`config.mk`:
```
export PLATFORM = sky130hd
export DESIGN_NAME = bctu_top
export DESIGN_NICKNAME = d
export VERILOG_FILES = /design/src/rtl/bctu_pkg.sv /design/src/rtl/bctu_opsel.sv /design/src/rtl/bctu_cond.sv /design/src/rtl/bctu_target.sv /design/src/rtl/bctu_top.sv
export SDC_FILE = /design/constraint.sdc
export NUM_CORES = 1
export LEC_CHECK = 0
export CORE_MARGIN = 2
export CORE_UTILIZATION = 52
export DETAILED_ROUTE_END_ITERATION = 6
export PLACE_DENSITY = 0.89
export SKIP_CTS_REPAIR_TIMING = 1
export SKIP_LAST_GASP = 1
export SYNTH_ARGS = -nofsm -noshare
export SYNTH_HDL_FRONTEND = slang
export SYNTH_SLANG_ARGS = --single-unit
export TNS_END_PERCENT = 20
```
`constraint.sdc`:
```
create_clock -name clk -period 19.25 [get_ports clk]
set_input_delay 3.85 -clock clk [delete_from_list [all_inputs] [get_ports clk]]
set_output_delay 3.85 -clock clk [all_outputs]
set_load 0.02 [all_outputs]
```
`src/rtl/bctu_pkg.sv`:
```
package bctu_pkg;

  localparam int CODE_W = 4;

  typedef enum logic [CODE_W-1:0] {
    JC_ALWAYS = 4'h0,
    JC_EQ     = 4'h1,
    JC_UGT    = 4'h2,
    JC_UGE    = 4'h3,
    JC_ANYSET = 4'h4,
    JC_NE     = 4'h5,
    JC_SGT    = 4'h6,
    JC_SGE    = 4'h7,
    JC_RSV8   = 4'h8,
    JC_RSV9   = 4'h9,
    JC_ULT    = 4'ha,
    JC_ULE    = 4'hb,
    JC_SLT    = 4'hc,
    JC_SLE    = 4'hd,
    JC_RSVE   = 4'he,
    JC_RSVF   = 4'hf
  } jcode_e;

  // Outcome of comparing the two prepared operands.
  typedef struct packed {
    logic eq;
    logic ugt;
    logic ult;
    logic sgt;
    logic slt;
    logic anyset;
  } cmp_flags_t;

endpackage

```
`src/rtl/bctu_opsel.sv`:
```
// Prepares the left and right compare operands: source selection,
// immediate sign extension and the 32-bit class narrowing.
module bctu_opsel #(
  parameter int DATA_W = 64,
  parameter int IMM_W  = 32
) (
  input  logic [DATA_W-1:0] dst_i,
  input  logic [DATA_W-1:0] src_i,
  input  logic [IMM_W-1:0]  imm_i,
  input  logic              use_imm_i,
  input  logic              cls32_i,
  output logic [DATA_W-1:0] lhs_u_o,
  output logic [DATA_W-1:0] rhs_u_o,
  output logic [DATA_W-1:0] lhs_s_o,
  output logic [DATA_W-1:0] rhs_s_o
);
  localparam int HALF_W = DATA_W / 2;
  localparam int PAD_W  = DATA_W - IMM_W;

  logic [DATA_W-1:0] imm_ext;
  logic [DATA_W-1:0] rhs_full;

  generate
    if (PAD_W > 0) begin : g_pad
      assign imm_ext = {{PAD_W{imm_i[IMM_W-1]}}, imm_i};
    end else begin : g_nopad
      assign imm_ext = imm_i[DATA_W-1:0];
    end
  endgenerate

  assign rhs_full = use_imm_i ? imm_ext : src_i;

  always_comb begin
    if (cls32_i) begin
      lhs_u_o = {{HALF_W{1'b0}}, dst_i[HALF_W-1:0]};
      rhs_u_o = {{HALF_W{1'b0}}, rhs_full[HALF_W-1:0]};
      lhs_s_o = {{HALF_W{dst_i[HALF_W-1]}}, dst_i[HALF_W-1:0]};
      rhs_s_o = {{HALF_W{rhs_full[HALF_W-1]}}, rhs_full[HALF_W-1:0]};
    end else begin
      lhs_u_o = dst_i;
      rhs_u_o = rhs_full;
      lhs_s_o = dst_i;
      rhs_s_o = rhs_full;
    end
  end
endmodule

```
`src/rtl/bctu_cond.sv`:
```
// Evaluates the jump code against the prepared operands.
module bctu_cond
  import bctu_pkg::*;
#(
  parameter int DATA_W = 64
) (
  input  logic [CODE_W-1:0] code_i,
  input  logic [DATA_W-1:0] lhs_u_i,
  input  logic [DATA_W-1:0] rhs_u_i,
  input  logic [DATA_W-1:0] lhs_s_i,
  input  logic [DATA_W-1:0] rhs_s_i,
  output logic              take_o,
  output logic              legal_o
);
  cmp_flags_t f;

  always_comb begin
    f.eq     = (lhs_u_i == rhs_u_i);
    f.ugt    = (lhs_u_i >  rhs_u_i);
    f.ult    = (lhs_u_i <  rhs_u_i);
    f.sgt    = ($signed(lhs_s_i) >  $signed(rhs_s_i));
    f.slt    = ($signed(lhs_s_i) <  $signed(rhs_s_i));
    f.anyset = |(lhs_u_i & rhs_u_i);
  end

  always_comb begin
    take_o  = 1'b0;
    legal_o = 1'b1;
    case (jcode_e'(code_i))
      JC_ALWAYS: take_o = 1'b1;
      JC_EQ:     take_o = f.eq;
      JC_NE:     take_o = !f.eq;
      JC_UGT:    take_o = f.ugt;
      JC_UGE:    take_o = f.ugt | f.eq;
      JC_ULT:    take_o = f.ult;
      JC_ULE:    take_o = f.ult | f.eq;
      JC_SGT:    take_o = f.sgt;
      JC_SGE:    take_o = !f.slt;
      JC_SLT:    take_o = f.slt;
      JC_SLE:    take_o = !f.sgt;
      JC_ANYSET: take_o = f.anyset;
      default:   legal_o = 1'b0;
    endcase
  end
endmodule

```
`src/rtl/bctu_target.sv`:
```
// Forms the next program counter from the chosen displacement.
module bctu_target #(
  parameter int PC_W  = 32,
  parameter int OFF_W = 16,
  parameter int IMM_W = 32
) (
  input  logic [PC_W-1:0]  pc_i,
  input  logic [OFF_W-1:0] off_i,
  input  logic [IMM_W-1:0] imm_i,
  input  logic             long_i,
  input  logic             take_i,
  output logic [PC_W-1:0]  next_pc_o
);
  localparam int EXT_W = (PC_W > IMM_W) ? PC_W : IMM_W;

  logic [EXT_W-1:0] off_ext;
  logic [EXT_W-1:0] imm_ext;
  logic [EXT_W-1:0] pc_ext;
  logic [EXT_W-1:0] disp;
  logic [EXT_W-1:0] sum;

  assign off_ext = {{(EXT_W-OFF_W){off_i[OFF_W-1]}}, off_i};

  generate
    if (EXT_W > IMM_W) begin : g_imm_pad
      assign imm_ext = {{(EXT_W-IMM_W){imm_i[IMM_W-1]}}, imm_i};
    end else begin : g_imm_full
      assign imm_ext = imm_i;
    end
    if (EXT_W > PC_W) begin : g_pc_pad
      assign pc_ext = {{(EXT_W-PC_W){1'b0}}, pc_i};
    end else begin : g_pc_full
      assign pc_ext = pc_i;
    end
  endgenerate

  always_comb begin
    if (!take_i)     disp = '0;
    else if (long_i) disp = imm_ext;
    else             disp = off_ext;
    sum = pc_ext + disp + EXT_W'(1);
  end

  assign next_pc_o = sum[PC_W-1:0];
endmodule

```
`src/rtl/bctu_top.sv`:
```
module bctu_top
  import bctu_pkg::*;
#(
  parameter int PC_W   = 32,
  parameter int DATA_W = 64,
  parameter int OFF_W  = 16,
  parameter int IMM_W  = 32
) (
  input  logic              clk,
  input  logic              rst,
  input  logic [PC_W-1:0]   pc_i,
  input  logic [3:0]        code_i,
  input  logic              use_imm_i,
  input  logic              cls32_i,
  input  logic [DATA_W-1:0] dst_i,
  input  logic [DATA_W-1:0] src_i,
  input  logic [OFF_W-1:0]  off_i,
  input  logic [IMM_W-1:0]  imm_i,
  output logic              taken_o,
  output logic [PC_W-1:0]   next_pc_o,
  output logic              illegal_o
);
  logic [DATA_W-1:0] lhs_u, rhs_u, lhs_s, rhs_s;
  logic              take_c, legal_c, long_c;
  logic [PC_W-1:0]   next_pc_c;
  logic              seen_q;

  bctu_opsel #(.DATA_W(DATA_W), .IMM_W(IMM_W)) u_opsel (
    .dst_i(dst_i), .src_i(src_i), .imm_i(imm_i),
    .use_imm_i(use_imm_i), .cls32_i(cls32_i),
    .lhs_u_o(lhs_u), .rhs_u_o(rhs_u), .lhs_s_o(lhs_s), .rhs_s_o(rhs_s)
  );

  bctu_cond #(.DATA_W(DATA_W)) u_cond (
    .code_i(code_i), .lhs_u_i(lhs_u), .rhs_u_i(rhs_u),
    .lhs_s_i(lhs_s), .rhs_s_i(rhs_s),
    .take_o(take_c), .legal_o(legal_c)
  );

  // Long displacement only for the unconditional jump of the 32-bit class.
  assign long_c = cls32_i && (code_i == JC_ALWAYS);

  bctu_target #(.PC_W(PC_W), .OFF_W(OFF_W), .IMM_W(IMM_W)) u_target (
    .pc_i(pc_i), .off_i(off_i), .imm_i(imm_i),
    .long_i(long_c), .take_i(take_c && legal_c),
    .next_pc_o(next_pc_c)
  );

  always_ff @(posedge clk) begin
    if (rst) begin
      taken_o   <= 1'b0;
      illegal_o <= 1'b0;
      next_pc_o <= '0;
      seen_q    <= 1'b0;
    end else begin
      taken_o   <= take_c && legal_c;
      illegal_o <= !legal_c;
      next_pc_o <= next_pc_c;
      seen_q    <= 1'b1;
    end
  end

  // a rejected code never branches.
  p_illegal_no_branch_r11: assert property (@(posedge clk) disable iff (rst)
    illegal_o |-> !taken_o);

  // when nothing is taken the counter steps by exactly one.
  p_fallthrough_step_r10: assert property (@(posedge clk) disable iff (rst)
    (seen_q && !taken_o) |-> (next_pc_o == $past(pc_i) + PC_W'(1)));

  // the unconditional code always branches.
  p_always_taken_r2: assert property (@(posedge clk) disable iff (rst)
    (seen_q && $past(code_i) == 4'h0) |-> taken_o);

  // equal 64-bit register operands take code 0x1.
  p_eq_taken_r4: assert property (@(posedge clk) disable iff (rst)
    (seen_q && $past(code_i) == 4'h1 && !$past(cls32_i) && !$past(use_imm_i)
     && $past(dst_i) == $past(src_i)) |-> taken_o);

  // 32-bit class equality depends only on the low halves.
  p_eq32_low_r9: assert property (@(posedge clk) disable iff (rst)
    (seen_q && $past(code_i) == 4'h1 && $past(cls32_i) && !$past(use_imm_i)
     && $past(dst_i[31:0]) == $past(src_i[31:0])) |-> taken_o);
endmodule

```
==> results.py <==
metrics = {
    "status": {
        "result_of_the_run": "finished, final reports clean",
    },
    "synth": {
        "ys_top_cells_by_area": "sky130_fd_sc_hd__ha_1 32%, sky130_fd_sc_hd__dfxtp_1 9.0%, sky130_fd_sc_hd__a21oi_1 8.2%, sky130_fd_sc_hd__a21o_1 5.6%, sky130_fd_sc_hd__nor2_1 4.6%",
        "post_synth_num_cell_types": 59,
        "asyncSetResetFlopFracSynth": 0,
        "synth-seq-area-share": 0.0902,
        "netlist_area_before_placement_um2": 7550,
        "postSynthNetCount": 1426,
        "avgSynthCellArea_um2": 7.41,
        "synth_edf_count": 0,
        "ys_ff_latch": 34,
        "synth_top_area_frac": 0.317,
        "synth_cells": 1018,
        "synth_warnings": 0,
        "synth-main-ff-cell": "sky130_fd_sc_hd__dfxtp_1",
        "yosysTopAreaCell": "sky130_fd_sc_hd__ha_1",
    },
    "drt": {
        "routed_wl_per_cell_um": 17.6,
        "via_per_instance_ratio": 5.84,
        "ant_nets": 0,
        "wirelength_mm": 25.0,
        "routed-via-count": 8309,
        "detail_route.drc_violations": 0,
        "first_pass_drt_iterations": 5,
        "drtIter0Drc": 513,
    },
    "sta": {
        "final.setup.worst_slack_ns": 6.84,
        "final.period_utilization": 0.645,
        "tightest_slew_ns": 1.16,
        "max_clock_freq_ghz": 0.0806,
        "totalNegativeSetupSlack_ns": 0,
        "final_setup_violations": 0,
        "finalHoldViolCount": 0,
        "rsz0062_at_grt": "no",
        "final_max_slew_viol_count": 0,
        "minimum_period_implied_by_the_final_worst_setup_slack_ns": 12.41,
        "headroom_to_the_max_slew_limit": 0.228,
    },
    "setup_path": {
        "critical_path.top_delay_family": "simple AND/OR/NAND/NOR gates",
        "worstSetupStartpoint": "use_imm_i",
        "timing.critical_path.fanout_max": 65,
        "delay_of_the_slowest_critical_path_stage_ns": 0.90,
        "worst-setup-path-type": "in -> reg",
        "cp.buffers_inverters": 4,
        "cp_data_arrival_time_ns": 12.59,
        "critical_path.startpoint_type": "input port",
        "cpMaxStageDelayCell": "sky130_fd_sc_hd__and2_1",
        "worstPathRequired_ns": 19.43,
        "end_kind": "register",
    },
    "clock_network": {
        "numClockSinks": 34,
        "h-tree-depth": 2,
        "cts.root.buffer_cell": "sky130_fd_sc_hd__clkbuf_16",
        "clk_pin_slew_worst_paths_ns": 0.06,
        "cts_buffers": 5,
        "tritoncts": "done",
        "clk_path_buf_depth": 2,
    },
    "placed_design": {
        "place_worst_setup_slack_ns": 6.81,
        "routabilityCongestion": 0.919,
        "place_hpwl_mm": 20.7,
        "portBuffers": 249,
    },
    "die": {
        "die_width_um": 124,
        "floorplan.rows": 44,
        "core_region_area_um2": 14400,
        "ioPinCount": 250,
        "fp.dieH_um": 124,
        "start_util": 0.525,
        "die_area_um2": 15500,
    },
    "pwr": {
        "netSwitchingFraction": 0.422,
        "comb_pwr_share": 0.668,
        "power.internal_mw": 0.309,
        "power.ir.vdd_worst_mv": 0.0472,
        "power.static_leakage_nw": 4.92,
        "seq_power_share": 0.176,
        "report.power.total_mw": 0.534,
        "power.net_switching_mw": 0.225,
        "power_per_cell_area_nw_per_um2": 51.8,
        "clock_power_share": 0.156,
    },
    "min_path": {
        "hp-start": "pc_i[0]",
        "min_path_type": "in -> reg",
    },
    "cells_and_area": {
        "most-common-layout-cells": "247 x sky130_fd_sc_hd__clkdlybuf4s50_1, 191 x sky130_fd_sc_hd__ha_1, 123 x sky130_fd_sc_hd__a21oi_1",
        "layout_commonest_cell": "sky130_fd_sc_hd__clkdlybuf4s50_1",
        "share_of_final_layout_standard_cells_stronger_than_drive_strength_1": 0.0251,
        "final_net_count": 1643,
        "area_delta_synth_final_pct": 36.4,
    },
    "global_route": {
        "busiest_layer": "met2",
        "vias_in_the_first_global_route": 8284,
        "pin_count_of_the_biggest_net_entering_global_routing": 76,
        "wire_length_of_the_first_global_routing_pass_mm": 40.8,
        "globalRoute.totalOverflow": 0,
        "track_usage": 0.315,
        "use_met1": 0.378,
        "grt.met3_usage": 0.0417,
        "grt_use_met2": 0.567,
        "grt_antenna_before_repair": 2,
    },
    "job": {
        "maxCapViolations": 0,
    },
}
==> cell usage after synthesis (10+ instances only) <==
master	count
sky130_fd_sc_hd__a21o_1	56
sky130_fd_sc_hd__a21oi_1	124
sky130_fd_sc_hd__clkbuf_1	43
sky130_fd_sc_hd__dfxtp_1	34
sky130_fd_sc_hd__ha_1	191
sky130_fd_sc_hd__inv_1	84
sky130_fd_sc_hd__mux2i_1	32
sky130_fd_sc_hd__nand2_1	64
sky130_fd_sc_hd__nand2b_1	38
sky130_fd_sc_hd__nand3_1	14
sky130_fd_sc_hd__nand4_1	29
sky130_fd_sc_hd__nor2_1	92
sky130_fd_sc_hd__nor2b_1	45
sky130_fd_sc_hd__nor3_1	10
sky130_fd_sc_hd__nor4_1	23
sky130_fd_sc_hd__o21ai_0	26
sky130_fd_sc_hd__xnor2_1	12
==> cells by family after synthesis <==
family                     after synthesis  share of synthesized area
and+or+nand+nor                        343                      0.233
AOI/OAI and AO/OA                      267                      0.225
adders and majority gates              192                      0.319
buffers and inverters                  129                     0.0642
muxes                                   37                     0.0499
DFF                                     34                     0.0902
xor gates and xnor gates                16                     0.0186
==> worst min-delay path: cells and delay by family <==
| family | cells | cell delay (ns) |
|---|---|---|
| buffers and inverters | 2 | 0.48 |
| and+or+nand+nor | 1 | 0.04 |
| adders and majority gates | 1 | 0.13 |
==> registers in the layout (all words and copies together) (netlist names) <==
name / count
illegal_o: 1
next_pc_o: 32
taken_o: 1
==> routing by layer <==
layer | wire (um) | vias to the layer above | share of wire
met1 | 10200 | 3853 | 0.41
li1 | - | 4043 | -
met2 | 12200 | 343 | 0.49
met4 | 1040 | 0 | 0.042
met3 | 1540 | 70 | 0.061
met5 | 0 | - | 0
==> layout make-up <==
cell class	count	area (um^2)
multi-input cells	855	6380
flip-flops and latches	34	681
well taps	184	230
fillers	1127	4070
clock inverters	2	12.5
inverters	84	315
repair buffers	255	2530
clock buffers	6	139
diodes	2	5.00
==> final timing paths <==
kind,to,slack [ns],depth (start not counted)
hold / removal,next_pc_o[0],4.26,4
setup / recovery,next_pc_o[28],6.84,30
==> power by group through the flow <==
stage | clock (mW) | sequential [mW] | combinational [mW]
after CTS | 0.0831 | 0.0939 | 0.353
after floorplan | 0 | 0.116 | 0.195
after global routing | 0.0858 | 0.0953 | 0.390
after global placement | 0 | 0.0951 | 0.341
final | 0.0833 | 0.0940 | 0.356
after detailed placement | 0 | 0.0953 | 0.350
==> through the flow <==
| step | area, um^2 | cells | hold slack (ns) | util |
|---|---|---|---|---|
| global route | 10300 | 1422 | 4.30 | 0.716 |
| detailed placement | 10100 | 1412 | 4.54 | 0.706 |
| CTS | 10300 | 1420 | 4.26 | 0.716 |
| global placement | 10100 | 1412 | 4.55 | 0.706 |
| floorplan | 7550 | 1018 | 4.00 | - |
| finish | 10300 | 1422 | 4.26 | 0.716 |
No activity file was read; power rests on OpenSTA's default activity.
